**config.mk**
```make
export PLATFORM = sky130hd
export DESIGN_NAME = slot_alloc
export DESIGN_NICKNAME = d
export VERILOG_FILES = /design/src/rtl/slot_alloc_pkg.sv /design/src/rtl/slot_cfg_regs.sv /design/src/rtl/slot_top_enc.sv /design/src/rtl/slot_grant.sv /design/src/rtl/slot_alloc.sv
export SDC_FILE = /design/constraint.sdc
export NUM_CORES = 1
export LEC_CHECK = 0
export ABC_CLOCK_PERIOD_IN_PS = 3150
export BUFFER_PORTS_ARGS = -buffer_cell sky130_fd_sc_hd__buf_2
export CORE_MARGIN = 10
export CORE_UTILIZATION = 40
export CTS_BUF_LIST = sky130_fd_sc_hd__clkbuf_16
export CTS_CLUSTER_SIZE = 14
export DETAILED_ROUTE_END_ITERATION = 8
export GPL_TIMING_DRIVEN = 0
export PLACE_DENSITY = 0.64
export SYNTH_ARGS = -nofsm -noshare
export SYNTH_HDL_FRONTEND = slang
export SYNTH_SLANG_ARGS = --single-unit
```
**constraint.sdc**
```tcl
create_clock -name clk_i -period 3.15 [get_ports clk_i]
set_input_delay 0.315 -clock clk_i [delete_from_list [all_inputs] [get_ports clk_i]]
set_output_delay 0.315 -clock clk_i [all_outputs]
set_load 0.005 [all_outputs]
```
**src/rtl/slot_alloc_pkg.sv**
```systemverilog
package slot_alloc_pkg;
  localparam int unsigned DEF_CORES = 16;
endpackage

```
**src/rtl/slot_cfg_regs.sv**
```systemverilog
module slot_cfg_regs #(
  parameter int unsigned NUM_CORES = slot_alloc_pkg::DEF_CORES,
  localparam int unsigned ID_W = $clog2(NUM_CORES)
) (
  input  logic                      clk_i,
  input  logic                      rst_ni,
  input  logic                      load_i,
  input  logic [NUM_CORES-1:0]      use_i,
  input  logic [NUM_CORES*ID_W-1:0] tgt_i,
  input  logic                      compat_i,
  output logic [NUM_CORES-1:0]      use_o,
  output logic [NUM_CORES*ID_W-1:0] tgt_o,
  output logic                      compat_o
);
  for (genvar c = 0; c < NUM_CORES; c++) begin : g_core
    always_ff @(posedge clk_i or negedge rst_ni) begin
      if (!rst_ni) begin
        use_o[c]               <= 1'b1;
        tgt_o[c*ID_W +: ID_W]  <= ID_W'(c);
      end else if (load_i) begin
        use_o[c]               <= use_i[c];
        tgt_o[c*ID_W +: ID_W]  <= tgt_i[c*ID_W +: ID_W];
      end
    end
  end

  always_ff @(posedge clk_i or negedge rst_ni) begin
    if (!rst_ni)     compat_o <= 1'b0;
    else if (load_i) compat_o <= compat_i;
  end
endmodule

```
**src/rtl/slot_top_enc.sv**
```systemverilog
module slot_top_enc #(
  parameter int unsigned NUM_CORES = slot_alloc_pkg::DEF_CORES,
  localparam int unsigned ID_W = $clog2(NUM_CORES)
) (
  input  logic [NUM_CORES-1:0] use_i,
  output logic [ID_W-1:0]      top_o,
  output logic                 any_o
);
  always_comb begin
    top_o = '0;
    for (int unsigned i = 0; i < NUM_CORES; i++) begin
      if (use_i[i]) top_o = ID_W'(i);
    end
    any_o = |use_i;
  end
endmodule

```
**src/rtl/slot_grant.sv**
```systemverilog
module slot_grant #(
  parameter int unsigned NUM_CORES = slot_alloc_pkg::DEF_CORES,
  localparam int unsigned ID_W = $clog2(NUM_CORES)
) (
  input  logic                      clk_i,
  input  logic                      rst_ni,
  input  logic [ID_W-1:0]           pos_i,
  input  logic [NUM_CORES*ID_W-1:0] tgt_i,
  input  logic                      compat_i,
  input  logic                      active_i,
  input  logic [NUM_CORES-1:0]      req_i,
  output logic [NUM_CORES-1:0]      grant_o,
  output logic [ID_W-1:0]           grant_id_o,
  output logic                      grant_vld_o
);
  logic [ID_W-1:0] id_d;
  logic            vld_d;

  always_comb begin
    id_d  = compat_i ? pos_i : tgt_i[int'(pos_i)*ID_W +: ID_W];
    vld_d = active_i && req_i[id_d];
  end

  always_ff @(posedge clk_i or negedge rst_ni) begin
    if (!rst_ni) begin
      grant_o     <= '0;
      grant_id_o  <= '0;
      grant_vld_o <= 1'b0;
    end else begin
      grant_o     <= vld_d ? (NUM_CORES'(1) << id_d) : '0;
      grant_id_o  <= vld_d ? id_d : '0;
      grant_vld_o <= vld_d;
    end
  end

  AST_GRANT_ONEHOT: assert property (@(posedge clk_i) disable iff (!rst_ni)
    $onehot0(grant_o));
  AST_GRANT_ID: assert property (@(posedge clk_i) disable iff (!rst_ni)
    grant_vld_o |-> grant_o[grant_id_o]);
  AST_VLD_ZERO: assert property (@(posedge clk_i) disable iff (!rst_ni)
    !grant_vld_o |-> (grant_o == '0));
  AST_GRANT_REQ: assert property (@(posedge clk_i) disable iff (!rst_ni)
    grant_vld_o |-> |($past(req_i) & grant_o));
endmodule

```
**src/rtl/slot_alloc.sv**
```systemverilog
module slot_alloc #(
  parameter int unsigned NUM_CORES = slot_alloc_pkg::DEF_CORES,
  localparam int unsigned ID_W = $clog2(NUM_CORES)
) (
  input  logic                      clk_i,
  input  logic                      rst_ni,
  input  logic [NUM_CORES-1:0]      use_i,
  input  logic [NUM_CORES*ID_W-1:0] target_i,
  input  logic                      compat_i,
  input  logic [NUM_CORES-1:0]      req_i,
  output logic [NUM_CORES-1:0]      grant_o,
  output logic [ID_W-1:0]           grant_id_o,
  output logic                      grant_vld_o
);
  logic [NUM_CORES-1:0]      use_q;
  logic [NUM_CORES*ID_W-1:0] tgt_q;
  logic                      compat_q;
  logic [ID_W-1:0]           top;
  logic                      any_use;
  logic [ID_W-1:0]           pos_q;
  logic [ID_W-1:0]           last;
  logic                      wrap;

  // config only moves at the rotation boundary
  slot_cfg_regs #(.NUM_CORES(NUM_CORES)) u_cfg (
    .clk_i, .rst_ni, .load_i(wrap),
    .use_i, .tgt_i(target_i), .compat_i,
    .use_o(use_q), .tgt_o(tgt_q), .compat_o(compat_q)
  );

  slot_top_enc #(.NUM_CORES(NUM_CORES)) u_enc (
    .use_i(use_q), .top_o(top), .any_o(any_use)
  );

  assign last = compat_q ? ID_W'(NUM_CORES-1) : top;
  assign wrap = (pos_q == last);

  always_ff @(posedge clk_i or negedge rst_ni) begin
    if (!rst_ni)   pos_q <= '0;
    else if (wrap) pos_q <= '0;
    else           pos_q <= pos_q + 1'b1;
  end

  slot_grant #(.NUM_CORES(NUM_CORES)) u_grant (
    .clk_i, .rst_ni, .pos_i(pos_q), .tgt_i(tgt_q), .compat_i(compat_q),
    .active_i(compat_q | any_use), .req_i,
    .grant_o, .grant_id_o, .grant_vld_o
  );

  AST_POS_BOUND: assert property (@(posedge clk_i) disable iff (!rst_ni)
    pos_q <= last);
  AST_WRAP_ZERO: assert property (@(posedge clk_i) disable iff (!rst_ni)
    wrap |=> (pos_q == '0));
  AST_CFG_HOLD: assert property (@(posedge clk_i) disable iff (!rst_ni)
    !wrap |=> ($stable(use_q) && $stable(tgt_q) && $stable(compat_q)));
  AST_IDLE_EMPTY: assert property (@(posedge clk_i) disable iff (!rst_ni)
    (!compat_q && !any_use) |=> !grant_vld_o);
endmodule

```
Word level (Yosys, flattened, before mapping)
Cells that the tools add are included.
{ "totals": {"wordCells": 67, "input_bits": 99, "out_inout_bits": 21, "regBits": 106} }
{ "classes": {"mux": 22, "order_cmp": 1, "eq_ne": 1, "bitwise_logic": 1, "shift": 2, "n_reduce_logical": 2, "add_sub_neg": 1} }
{ "ops": {"columns": ["cell", "count"], "rows": [
  ["64-bit by 7-bit variable part select with 4-bit output", 1],
  ["4-bit two-way mux", 12],
  ["16-bit two-way mux", 1],
  ["16-bit OR reduction", 1],
  ["1-bit by 4-bit << shifter with 16-bit output, first input constant", 1],
  ["3-bit two-way mux", 4],
  ["4-bit by 5-bit less-than comparator with 1-bit output, second input constant", 1],
  ["4-bit by 1-bit adder with 4-bit output, second input constant", 1],
  ["1-bit binary-select mux with 4-bit select", 1],
  ["4-bit == test", 1],
  ["2-bit two-way mux", 2],
  ["1-bit two-way mux", 2],
  ["1-bit logical AND", 1],
  ["1-bit bitwise OR", 1]
]} }

Logic depth before layout (Yosys ltp)
{ "logic_depth": {"word_depth": 18, "mapped_depth": 11, "ltp_nobuf": 8} }

Hierarchy
A second synthesis with hierarchy kept.
{ "unflattened": {"cells_unflattened": 338, "hier_area_um2": 5313.8} }
{ "modules_own_cells": {"columns": ["mod", "cells_each", "seq_area_each_um2", "n_inst", "area_each_um2"], "rows": [
  ["slot_cfg_regs", 171, 2087.0, 1, 3470.8],
  ["slot_grant", 113, 525.5, 1, 1413.9],
  ["slot_alloc", 26, 100.1, 1, 259.0],
  ["slot_top_enc", 28, 0.0, 1, 170.2]
]} }

Worst setup path before layout
No wires, ideal clock.
{ "synth_timing": {"path_type": "flip-flop to flip-flop", "from": "register pos_q[0]", "to": "register u_grant.grant_id_o[2]", "required_ns": 3.022, "setup_time_ns": 0.128, "path_stages_with_launch": 11, "slack_ns": 0.527, "period_less_slack_ns": 2.623, "n_path_buf": 2, "arrival_time_ns": 2.495, "cell_sequence": "dfrtp_1 -> buf_6 -> mux4_2 -> a221oi_4 -> a21oi_1 -> buf_2 -> a2111o_1 -> o32ai_1 -> mux2i_1 -> o22ai_2 -> nor3b_1"} }
{ "synth_between": {"elab_chain_cells": 6} }
{ "synth_lines": {"columns": ["item", "line_no", "text"], "rows": [
  ["from (decl)", "slot_alloc.sv:20", "logic [ID_W-1:0] pos_q;"],
  ["from (signal assigned)", "slot_alloc.sv:41", "else pos_q <= pos_q + 1'b1;"],
  ["64-bit by 7-bit variable part select with 4-bit output", "slot_grant.sv:20", "id_d = compat_i ? pos_i : tgt_i[int'(pos_i)*ID_W +: ID_W];"],
  ["4-bit two-way mux *", "slot_grant.sv:20", null],
  ["1-bit binary-select mux with 4-bit select", "slot_grant.sv:21", "vld_d = active_i && req_i[id_d];"],
  ["1-bit two-way mux (implied by the code)", "slot_grant.sv:21", null],
  ["1-bit logical AND", "slot_grant.sv:21", null],
  ["4-bit two-way mux *", "slot_grant.sv:31", "grant_id_o <= vld_d ? id_d : '0;"],
  ["to (signal assigned)", "slot_grant.sv:31", null],
  ["to (decl)", "slot_grant.sv:13", "output logic [ID_W-1:0] grant_id_o,"]
]} }
Mark *: on every way between the ends. The rest lies on a longest branch, timed or not. The select of a mux whose other input is x is not followed.
A chain may end at the register's enable or synchronous reset.

Final worst setup path
{ "layout_timing": {"from": "register pos_q[0]", "to": "register u_grant.grant_id_o[0]"} }
The elaborated chain is that of the path after synthesis.

==> impl_metrics.tcl <==
set metrics [dict create \
    status "completed" \
    relSlewSlack_pct 48.8 \
    area.growth.synth_to_final_pct 22.1 \
    via_per_inst 5.00 \
    grt_pass1_wl_um 19700 \
    syn_nets 471 \
    grt_overflow_total 0 \
    power.leakage_nw 2.71 \
    synthCells 371 \
    power_density_mw_per_mm2 1120 \
    min_from "target_i[19]" \
    drtIter0Drc 124 \
    avgSynthCellArea_um2 13.6 \
    seqCellArea_mm2 0.00271 \
    seq_area_frac_synth_pct 53.8 \
    end_kind "register" \
    routed_wl_um 12000 \
    gp_congestion 0.786 \
    io_pins 120 \
    drive_above_1_share_pct 60.6 \
    coreArea_mm2 0.0122 \
    start_util_pct 41.5 \
    grt_pass1_vias 3828 \
    synthSimpleGateAreaFrac_pct 9.10 \
    startpoint "pos_q[0]$_DFF_PN0_" \
    cts_made_buffers 9 \
    grt_max_degree 68 \
    start_kind "register" \
    worst_slew_pin_slew_ns 0.763 \
    maxCapViolations 0 \
    drtAntennaViolNets 0 \
    nets 603 \
    die_x_um 132 \
    htree_num_levels 3 \
    dp_hpwl_um 9390 \
    synth_top_area_share_pct 28.8 \
    first_pass_iters 4 \
    period_minus_slack_ns 2.97 \
    muxShareOfSynthArea_pct 28.1 \
    synth_top_cell_by_area "dfrtp_1" \
    multi_input_area_mm2 0.00221 \
    cts.sinks 106 \
    synth_edf_count 0 \
    fill_cells 1080 \
    rsz0062_at_grt "no" \
    synth-xor-area-share_pct 0.695 \
    drv_slew 0 \
    r2r_slack_ns 0.18 \
    irDropWorstVdd_mv 0.452 \
    ys_seq_elements 106 \
    hold_path.class "in -> reg" \
    cts.path.max_buffers 2 \
    die_h_um 132 \
    yosys-top-cells-area "dfrtp_1 (29%), dfstp_2 (25%), mux2_2 (19%), mux4_2 (5.8%), mux2i_1 (2.6%)" \
    worst-path-max-fanout 10 \
    synth_adder_area_share_pct 0.248 \
    post-route-period-util_pct 94.3 \
    antenna_cells 0 \
    num_vias 3380 \
    worstPathRequired_ns 3.36 \
    final.setup.tns_ns 0 \
    ys.flop_type "dfrtp_1" \
    fmax_ghz 0.337 \
    worstSkewPairLatency_ns 0.35 \
    reg2reg_from "pos_q[0]$_DFF_PN0_" \
    synth_area_mm2 0.00504 \
    track_usage_pct 14.1 \
    yosys_warnings 0 \
    avgRoutedWirePerCell_um 17.7 \
    hold_viol 0 \
    ctsRootBufferMaster "clkbuf_16" \
    synth_most_common_cell "mux2_2" \
    post-route-util_pct 50.6 \
    placed_cells 659 \
    path_class "reg -> reg" \
    antenna_found_initial 0 \
    finClkSkew_ns 0.0131 \
    async_flop_share_pct 100 \
    clk_pin_slew_ns 0.07 \
    final_cells 676 \
    synth_compound_area_share_pct 5.63 \
    crit_arrival_ns 3.18 \
    synth_common_cells "mux2_2 (84), dfrtp_1 (58), dfstp_2 (48)" \
    die_area_mm2 0.0175 \
    synth_top_family_by_area "multiplexers" \
    setup_violations 0 \
    cts_tree "done" \
    port_buffers 119 \
    rows 40 \
    synth_cell_type_count 52 \
    drc 0 \
]
## sequential cells by signal (all words and copies together), names as in the netlist
signal and flops:
u_grant.grant_o 16, u_cfg.use_o 16, u_grant.grant_vld_o 1, u_cfg.tgt_o 64, u_cfg.compat_o 1, pos_q 4, u_grant.grant_id_o 4
## cell usage in the layout (no fill, tap or decap), types with 3 or more instances in the layout
cell,count
mux2_2,84
nand3_1,5
mux4_2,13
dfstp_2,48
clkbuf_16,9
nand2b_1,6
or2_2,4
and2_1,4
mux2i_1,13
o21ai_0,3
nor3b_1,4
inv_1,6
nand2_1,14
clkbuf_1,3
nor2_1,31
nor3_1,4
a21oi_1,9
nor2b_1,8
buf_2,132
dfrtp_1,58
## metrics by stage
step	cell area, um^2	total power, mW	hold WS [ns]	setup WS [ns]
after CTS	6150	7.02	0.173	0.0346
after global routing	6160	7.46	0.176	0.000546
final	6160	6.93	0.190	0.181
after global placement	5850	5.87	0.486	0.0371
after floorplan	5040	5.12	0.0194	0.527
after detailed placement	5880	5.97	0.331	0.0478
## layout make-up
cell class	instances	share of cell area (%)
multi-input combinational	241	36.0
inverter	4	0.244
clock buffer	9	3.66
buffer	20	1.77
tap	168	3.41
sequential	106	44.0
clock inverter	7	0.609
timing repair buffer	121	10.3
## final timing paths
path / end / cells past startpoint
setup / recovery: u_grant.grant_id_o[0]$_DFF_PN0_ / 10
hold reg to reg: u_cfg.tgt_o[11]$_DFFE_PN0N_ / 1
setup reg to reg: u_grant.grant_id_o[0]$_DFF_PN0_ / 10
min in group asynchronous: u_cfg.tgt_o[31]$_DFFE_PN0N_ / 2
max in group asynchronous: u_cfg.tgt_o[36]$_DFFE_PN1N_ / 3
hold / removal: u_cfg.tgt_o[19]$_DFFE_PN0N_ / 2
## where the power goes
group	internal (mW)	switching, mW
clock network	0.527	0.474
logic	1.72	1.58
registers	2.28	0.347
## worst max-delay path, cell delays in order, from the launching register on
cell	delay (ns)
dfrtp_1	0.36
buf_6	0.17
mux4_1	0.62
mux2i_4	0.30
a21oi_1	0.14
buf_2	0.20
a2111o_1	0.42
o32ai_1	0.17
mux2i_1	0.17
o22ai_2	0.20
nor3_1	0.08
## cell families (layout without fill, tap and decap cells)
| kind of cell | count (synthesis) | count (layout) |
|---|---|---|
| buffers and inverters | 24 | 161 |
| multiplexers | 112 | 112 |
| AO/OA/AOI/OAI | 35 | 35 |
| AND/OR/NAND/NOR | 89 | 89 |
| adder cells (fa/ha/maj) | 1 | 1 |
| XOR/XNOR | 4 | 4 |
| flip-flops | 106 | 106 |
## what timing repair did
| item | in CTS | in global routing |
|---|---|---|
| resized for setup | 0 | 3 |
| hold endpoints to repair | 25 | 0 |
| hold buffers | 1 | 0 |
| setup endpoints to repair | 0 | 50 |
| setup buffers | 0 | 0 |
## routing by layer
metal | track usage [%] | vias to the layer above | wire length, um
met2 | 23.1 | 96 | 5760
met4 | 3.97 | 0 | 121
met5 | 0 | - | 0
li1 | - | 1608 | -
met1 | 16.5 | 1665 | 5220
met3 | 5.79 | 11 | 860
(Power assumes the default switching activity.)
